File: config.mk
export PLATFORM = sky130hd
export DESIGN_NAME = scl_phase_gen
export DESIGN_NICKNAME = d
export VERILOG_FILES = /design/src/rtl/scl_gen_pkg.sv /design/src/rtl/scl_sync.sv /design/src/rtl/scl_cfg_bank.sv /design/src/rtl/scl_phase_fsm.sv /design/src/rtl/scl_phase_gen.sv
export SDC_FILE = /design/constraint.sdc
export NUM_CORES = 1
export LEC_CHECK = 0
export ABC_CLOCK_PERIOD_IN_PS = 2400
export CAP_MARGIN = 20
export CELL_PAD_IN_SITES_DETAIL_PLACEMENT = 0
export CELL_PAD_IN_SITES_GLOBAL_PLACEMENT = 1
export CORE_MARGIN = 3
export CORE_UTILIZATION = 43
export DETAILED_ROUTE_END_ITERATION = 12
export PLACE_DENSITY = 0.86
export REMOVE_ABC_BUFFERS = 1
export SYNTH_ARGS = -nofsm -noshare
export SYNTH_HDL_FRONTEND = slang
export SYNTH_SLANG_ARGS = --single-unit
export TNS_END_PERCENT = 1
File: constraint.sdc
create_clock -name clk_i -period 2.4 [get_ports clk_i]
set_input_delay 0.24 -clock clk_i [delete_from_list [all_inputs] [get_ports clk_i]]
set_output_delay 0.24 -clock clk_i [all_outputs]
set_load 0.1 [all_outputs]
File: src/rtl/scl_gen_pkg.sv
package scl_gen_pkg;
  typedef enum logic [1:0] {
    PH_IDLE = 2'd0,
    PH_LOW  = 2'd1,
    PH_HIGH = 2'd2
  } phase_e;

  localparam logic [1:0] MODE_STD  = 2'd1;
  localparam logic [1:0] MODE_FAST = 2'd2;
  localparam logic [1:0] MODE_HS   = 2'd3;
  localparam int unsigned NUM_BANKS = 3;
endpackage

File: src/rtl/scl_sync.sv
module scl_sync #(
  parameter int unsigned STAGES = 2
) (
  input  logic clk_i,
  input  logic rst_ni,
  input  logic d_i,
  output logic q_o
);
  logic [STAGES-1:0] pipe_q;

  // reset to 1: an idle bus is pulled up
  always_ff @(posedge clk_i or negedge rst_ni) begin
    if (!rst_ni) pipe_q <= '1;
    else if (STAGES == 1) pipe_q <= d_i;
    else pipe_q <= {pipe_q[STAGES-2:0], d_i};
  end

  assign q_o = pipe_q[STAGES-1];
endmodule

File: src/rtl/scl_cfg_bank.sv
module scl_cfg_bank
  import scl_gen_pkg::*;
#(
  parameter int unsigned CW        = 16,
  parameter logic [CW-1:0] STD_HCNT  = 'h75,
  parameter logic [CW-1:0] STD_LCNT  = 'h7C,
  parameter logic [CW-1:0] FAST_HCNT = 'h15,
  parameter logic [CW-1:0] FAST_LCNT = 'h21,
  parameter logic [CW-1:0] HS_HCNT   = 'h07,
  parameter logic [CW-1:0] HS_LCNT   = 'h0E
) (
  input  logic          clk_i,
  input  logic          rst_ni,
  input  logic          lock_i,
  input  logic          mode_we_i,
  input  logic [1:0]    mode_i,
  input  logic          cnt_we_i,
  input  logic [1:0]    cnt_sel_i,
  input  logic [CW-1:0] hcnt_i,
  input  logic [CW-1:0] lcnt_i,
  output logic [CW-1:0] hcnt_o,
  output logic [CW-1:0] lcnt_o
);
  localparam logic [CW-1:0] H_RST [NUM_BANKS] = '{STD_HCNT, FAST_HCNT, HS_HCNT};
  localparam logic [CW-1:0] L_RST [NUM_BANKS] = '{STD_LCNT, FAST_LCNT, HS_LCNT};

  logic [1:0]    mode_q;
  logic [CW-1:0] hbank_q [NUM_BANKS];
  logic [CW-1:0] lbank_q [NUM_BANKS];
  logic [1:0]    sel_idx;

  always_ff @(posedge clk_i or negedge rst_ni) begin
    if (!rst_ni) mode_q <= MODE_STD;
    else if (mode_we_i && !lock_i) mode_q <= mode_i;
  end

  for (genvar b = 0; b < NUM_BANKS; b++) begin : g_bank
    localparam logic [1:0] CODE = 2'(b + 1);
    always_ff @(posedge clk_i or negedge rst_ni) begin
      if (!rst_ni) begin
        hbank_q[b] <= H_RST[b];
        lbank_q[b] <= L_RST[b];
      end else if (cnt_we_i && !lock_i && cnt_sel_i == CODE) begin
        hbank_q[b] <= hcnt_i;
        lbank_q[b] <= lcnt_i;
      end
    end
  end

  // mode 0 is reserved and falls back to the standard bank
  always_comb begin
    sel_idx = (mode_q == 2'd0) ? 2'd0 : mode_q - 2'd1;
    hcnt_o  = hbank_q[sel_idx];
    lcnt_o  = lbank_q[sel_idx];
  end
endmodule

File: src/rtl/scl_phase_fsm.sv
module scl_phase_fsm
  import scl_gen_pkg::*;
#(
  parameter int unsigned CW          = 16,
  parameter int unsigned SYNC_STAGES = 2
) (
  input  logic          clk_i,
  input  logic          rst_ni,
  input  logic          en_req_i,
  input  logic          run_i,
  input  logic          scl_hi_i,
  input  logic [CW-1:0] hcnt_i,
  input  logic [CW-1:0] lcnt_i,
  output logic          scl_oe_o,
  output logic          drive_stb_o,
  output logic          sample_stb_o,
  output logic          stretch_o,
  output logic          en_status_o
);
  localparam int unsigned WW = $clog2(SYNC_STAGES + 1);
  localparam logic [WW-1:0] WMAX = WW'(SYNC_STAGES);

  phase_e        st_q;
  logic [CW-1:0] cnt_q;
  logic [WW-1:0] wait_q;
  logic          en_q;
  logic [CW-1:0] mid_cnt;

  assign mid_cnt = hcnt_i >> 1;

  always_ff @(posedge clk_i or negedge rst_ni) begin
    if (!rst_ni) begin
      st_q   <= PH_IDLE;
      cnt_q  <= '0;
      wait_q <= '0;
      en_q   <= 1'b0;
    end else begin
      unique case (st_q)
        PH_IDLE: begin
          if (!en_q && en_req_i) en_q <= 1'b1;
          else if (en_q && !en_req_i && !run_i) en_q <= 1'b0;
          if (en_q && run_i) begin
            st_q  <= PH_LOW;
            cnt_q <= '0;
          end
        end
        PH_LOW: begin
          if (cnt_q == lcnt_i) begin
            st_q   <= PH_HIGH;
            cnt_q  <= '0;
            wait_q <= '0;
          end else begin
            cnt_q <= cnt_q + 1'b1;
          end
        end
        PH_HIGH: begin
          if (!scl_hi_i) begin
            if (wait_q != WMAX) wait_q <= wait_q + 1'b1;
          end else if (cnt_q == hcnt_i) begin
            st_q  <= run_i ? PH_LOW : PH_IDLE;
            cnt_q <= '0;
          end else begin
            cnt_q <= cnt_q + 1'b1;
          end
        end
        default: st_q <= PH_IDLE;
      endcase
    end
  end

  assign scl_oe_o     = (st_q == PH_LOW);
  assign drive_stb_o  = (st_q == PH_LOW) && (cnt_q == '0);
  assign sample_stb_o = (st_q == PH_HIGH) && scl_hi_i && (cnt_q == mid_cnt);
  assign stretch_o    = (st_q == PH_HIGH) && !scl_hi_i && (wait_q == WMAX);
  assign en_status_o  = en_q;
endmodule

File: src/rtl/scl_phase_gen.sv
module scl_phase_gen #(
  parameter int unsigned CW          = 16,
  parameter int unsigned SYNC_STAGES = 2,
  parameter logic [CW-1:0] STD_HCNT  = 'h75,
  parameter logic [CW-1:0] STD_LCNT  = 'h7C,
  parameter logic [CW-1:0] FAST_HCNT = 'h15,
  parameter logic [CW-1:0] FAST_LCNT = 'h21,
  parameter logic [CW-1:0] HS_HCNT   = 'h07,
  parameter logic [CW-1:0] HS_LCNT   = 'h0E
) (
  input  logic          clk_i,
  input  logic          rst_ni,
  input  logic          cfg_mode_we_i,
  input  logic [1:0]    cfg_mode_i,
  input  logic          cfg_cnt_we_i,
  input  logic [1:0]    cfg_cnt_sel_i,
  input  logic [CW-1:0] cfg_hcnt_i,
  input  logic [CW-1:0] cfg_lcnt_i,
  input  logic          en_req_i,
  input  logic          run_i,
  input  logic          scl_i,
  output logic          scl_oe_o,
  output logic          drive_stb_o,
  output logic          sample_stb_o,
  output logic          stretch_o,
  output logic          en_status_o
);
  logic          scl_hi;
  logic [CW-1:0] sel_hcnt;
  logic [CW-1:0] sel_lcnt;
  logic          en_status;

  scl_sync #(.STAGES(SYNC_STAGES)) u_sync (
    .clk_i  (clk_i),
    .rst_ni (rst_ni),
    .d_i    (scl_i),
    .q_o    (scl_hi)
  );

  scl_cfg_bank #(
    .CW(CW), .STD_HCNT(STD_HCNT), .STD_LCNT(STD_LCNT),
    .FAST_HCNT(FAST_HCNT), .FAST_LCNT(FAST_LCNT),
    .HS_HCNT(HS_HCNT), .HS_LCNT(HS_LCNT)
  ) u_cfg (
    .clk_i     (clk_i),
    .rst_ni    (rst_ni),
    .lock_i    (en_status),
    .mode_we_i (cfg_mode_we_i),
    .mode_i    (cfg_mode_i),
    .cnt_we_i  (cfg_cnt_we_i),
    .cnt_sel_i (cfg_cnt_sel_i),
    .hcnt_i    (cfg_hcnt_i),
    .lcnt_i    (cfg_lcnt_i),
    .hcnt_o    (sel_hcnt),
    .lcnt_o    (sel_lcnt)
  );

  scl_phase_fsm #(.CW(CW), .SYNC_STAGES(SYNC_STAGES)) u_fsm (
    .clk_i        (clk_i),
    .rst_ni       (rst_ni),
    .en_req_i     (en_req_i),
    .run_i        (run_i),
    .scl_hi_i     (scl_hi),
    .hcnt_i       (sel_hcnt),
    .lcnt_i       (sel_lcnt),
    .scl_oe_o     (scl_oe_o),
    .drive_stb_o  (drive_stb_o),
    .sample_stb_o (sample_stb_o),
    .stretch_o    (stretch_o),
    .en_status_o  (en_status)
  );

  assign en_status_o = en_status;
endmodule

==> results.py <==
metrics = {
    "status": {
        "outcome": "complete, but fails checks",
        "violations": "negative setup slack",
    },
    "power_and_ir_drop": {
        "peakVddDrop_mv": 0.553,
        "p_total_uw": 10900,
        "power_density_nw_per_um2": 1310,
        "p_leak_uw": 0.00358,
    },
    "grt": {
        "grt_pass1_wl_um": 25900,
        "antenna_found_initial": 0,
        "grt_overflow_total": 0,
        "grt_use_total_pct": 20.2,
        "grt_max_degree": 122,
        "grt_pass1_vias": 4944,
    },
    "yosys": {
        "synth_fa_ha_area_share_pct": 1.35,
        "synth-xor-area-share_pct": 11.9,
        "synthMuxAreaShare_pct": 22.6,
        "yosysUniqueCellTypes": 48,
        "async_flop_share_pct": 100,
        "synth_top_area_share_pct": 37.5,
        "synth_compound_area_share_pct": 4.95,
        "syn_inst": 546,
        "synth_area_leader_cell": "dfrtp_1",
        "synth_warnings": 0,
        "synth_ff_type": "dfrtp_1",
        "avgSynthCellArea_um2": 11.8,
        "synth_edf_count": 0,
        "yosysSeqAreaShare_pct": 47.3,
        "synth_area_um2": 6470,
        "yosys.area_share.simple_pct": 8.51,
        "synth_top_family_by_area": "multiplexers",
        "synth_area_leaders": "dfrtp_1, mux2_2, dfstp_2, xnor2_1, xor2_1",
        "synth_seq_cells": 121,
    },
    "worst_setup_path": {
        "reg2reg_setup_slack_ns": -0.53,
        "reg2reg_to": "u_fsm.st_q[0]$_DFFE_PN0P_",
        "critPathArrivalTime_ns": 2.71,
        "timing.rr.start": "u_cfg.mode_q[0]$_DFFE_PN1P_",
        "path_class": "flop to primary output",
        "start_kind": "flop",
        "crit_required_ns": 2.16,
        "cp-endpoint": "sample_stb_o",
        "reg2reg_depth": 14,
        "cp_max_fo": 6,
        "cp-end-kind": "primary output",
        "crit_path_start": "u_cfg.mode_q[0]$_DFFE_PN1P_",
    },
    "die": {
        "std_cell_rows": 44,
        "coreArea_um2": 14600,
        "die_h_um": 129,
        "die_area_um2": 16500,
        "die_x_um": 129,
        "initial_core_util_pct": 44.2,
        "ios": 48,
    },
    "drt": {
        "drt_iter0_markers": 284,
        "first_pass_iters": 4,
        "antenna_left": 0,
        "drt_wl_total_um": 15500,
        "vias": 4477,
        "vias_per_cell": 5.37,
        "wire_per_inst_um": 18.6,
        "drc": 0,
    },
    "clocking": {
        "cts_tree": "built",
        "clk_pin_slew_ns": 0.06,
        "clkLatencyLatePin_ns": 0.42,
        "htreeDepth": 4,
        "root_buffer": "clkbuf_16",
        "cts_made_buffers": 17,
        "cts_sinks": 121,
        "clockBufferDepth": 2,
    },
    "sta": {
        "relSlewSlack_pct": 57.7,
        "setup_ws_ns": -0.546,
        "finalClockSkew_ns": 0.0156,
        "final_max_slew_viol_count": 0,
        "finalSetupViolCount": 21,
        "min_period_over_period_pct": 123,
        "worst_pin_slew_ns": 0.634,
        "fin_crit_ns": 2.95,
        "hold_viol": 0,
        "clock.fmax_mhz": 339,
        "rsz0062_at_grt": "true",
    },
    "cells_and_area": {
        "fin_nets": 686,
        "layout-drive-gt1-share_pct": 37.8,
        "area_growth_pct": 28.9,
        "fin_cells": 833,
        "num_antenna_cells": 0,
    },
    "hold_path": {
        "hp-class": "input port to flop",
        "min_from": "scl_i",
    },
    "placement": {
        "dp_slack_ns": -0.313,
        "dp_cells": 789,
        "gp_congestion": 0.877,
        "dpl.hpwl_um": 10800,
        "io_buffers": 47,
    },
    "flow_run": {
        "cap_viol_max_count": 0,
    },
}
-- placed cells by master, fill, tap and decap left out, types with 4 or more instances in the layout --
cell type	n
nor4_1	11
xnor2_1	51
xor2_1	37
dfrtp_1	96
nand4_1	8
nor3_1	5
inv_1	7
ha_1	6
nor2_1	23
nand2_1	14
buf_4	54
clkdlybuf4s50_1	41
mux2i_4	4
clkbuf_16	17
nand3_1	9
clkinv_2	4
and3_1	9
dfstp_2	24
buf_12	13
a21oi_1	29
mux2_2	100
mux2i_1	24
mux2i_2	4
-- cell usage after synthesis, types with 2 or more instances --
cell type	count
a21oi_1	30
a31oi_1	2
and3_1	10
and4_1	3
buf_1	7
buf_2	8
buf_6	3
clkbuf_1	20
dfrtp_1	97
dfstp_2	24
ha_1	7
inv_1	7
mux2_2	100
mux2i_1	31
nand2_1	14
nand3_1	9
nand3b_1	2
nand4_1	8
nor2_1	24
nor2b_1	2
nor3_1	6
nor4_1	14
nor4bb_1	2
o211ai_1	2
o21ai_0	3
or4_1	3
xnor2_1	51
xor2_1	37
-- how the worst min path moves through the flow --
stage | endpoint | slack [ns] | cells after the start
floorplan | u_cfg.hbank_q[10]$_DFFE_PN0P_ | -0.06 | 0
finish | u_sync.pipe_q[0]$_DFF_PN1_ | 0.23 | 1
global route | u_sync.pipe_q[0]$_DFF_PN1_ | 0.22 | 1
detailed placement | u_sync.pipe_q[1]$_DFF_PN1_ | 0.35 | 0
global placement | u_sync.pipe_q[1]$_DFF_PN1_ | 0.35 | 0
CTS | u_sync.pipe_q[0]$_DFF_PN1_ | 0.21 | 1
-- critical path, cell delays in order, from the launching register on --
cell and delay (ns):
dfstp_2 0.56, buf_12 0.13, buf_12 0.13, mux2i_4 0.24, a21oi_2 0.08, xor2_1 0.19, nor4_2 0.32, nand4_1 0.16
nor3_2 0.16, buf_4 0.15, buf_12 0.16
-- flip-flops by register name, summed over array words and instances, names as in the netlist --
name               count
u_sync.pipe_q          2
u_cfg.lbank_q         48
u_cfg.mode_q           2
u_cfg.hbank_q         48
u_fsm.cnt_q           16
u_fsm.en_status_o      1
u_fsm.wait_q           2
u_fsm.st_q             2
-- timing repair --
item / in CTS / in global routing
buffers inserted: 10 / 1
gates resized for setup: 15 / 7
endpoints found under the hold margin: 97 / 0
hold buffers: 1 / 0
cloned: 0 / 0
pin swaps: 8 / 6
endpoints found under the setup margin: 21 / 22
-- kinds of logic (layout without fill, tap and decap cells) --
family          after synthesis  after routing
fa+ha+maj                     7              7
flops                       121            121
compound gates               50             50
xor+xnor                     88             88
mux                         132            132
buf+inv                      46            149
simple gates                102            102
-- power breakdown --
part           internal, uW  switching [uW]
registers              3040             730
clock network          1650             925
logic                  2470            2090
total                  7160            3740
-- layer usage --
layer  vias to the layer above  share of wire, %  global-route usage (%)
li1                       2116                 -                       -
met1                      2251                44                    25.2
met2                        90                50                    34.6
met3                        20               4.8                    4.52
met4                         0               1.5                    7.10
met5                         -                 0                       0
-- per-stage QoR --
step | instance area (um2) | TNS, ns | utilization (%) | hold slack [ns]
detailed placement | 7530 | -4.69 | 51.4 | 0.351
finish | 8340 | -7.98 | 56.9 | 0.231
floorplan | 6270 | -165.63 | - | -0.0556
global route | 8340 | -9.53 | 56.9 | 0.223
global placement | 7530 | -3.47 | 51.4 | 0.348
CTS | 8300 | -6.25 | 56.7 | 0.215
-- layout make-up --
class | instances | area, um2
Clock buffer | 20 | 447
Clock inverter | 12 | 150
Fill cell | 1207 | 6310
Inverter | 7 | 26.3
Multi-Input combinational cell | 379 | 3330
Sequential cell | 121 | 3060
Tap cell | 184 | 230
Timing Repair Buffer | 110 | 1100
No activity file was read; power rests on OpenSTA's default activity.
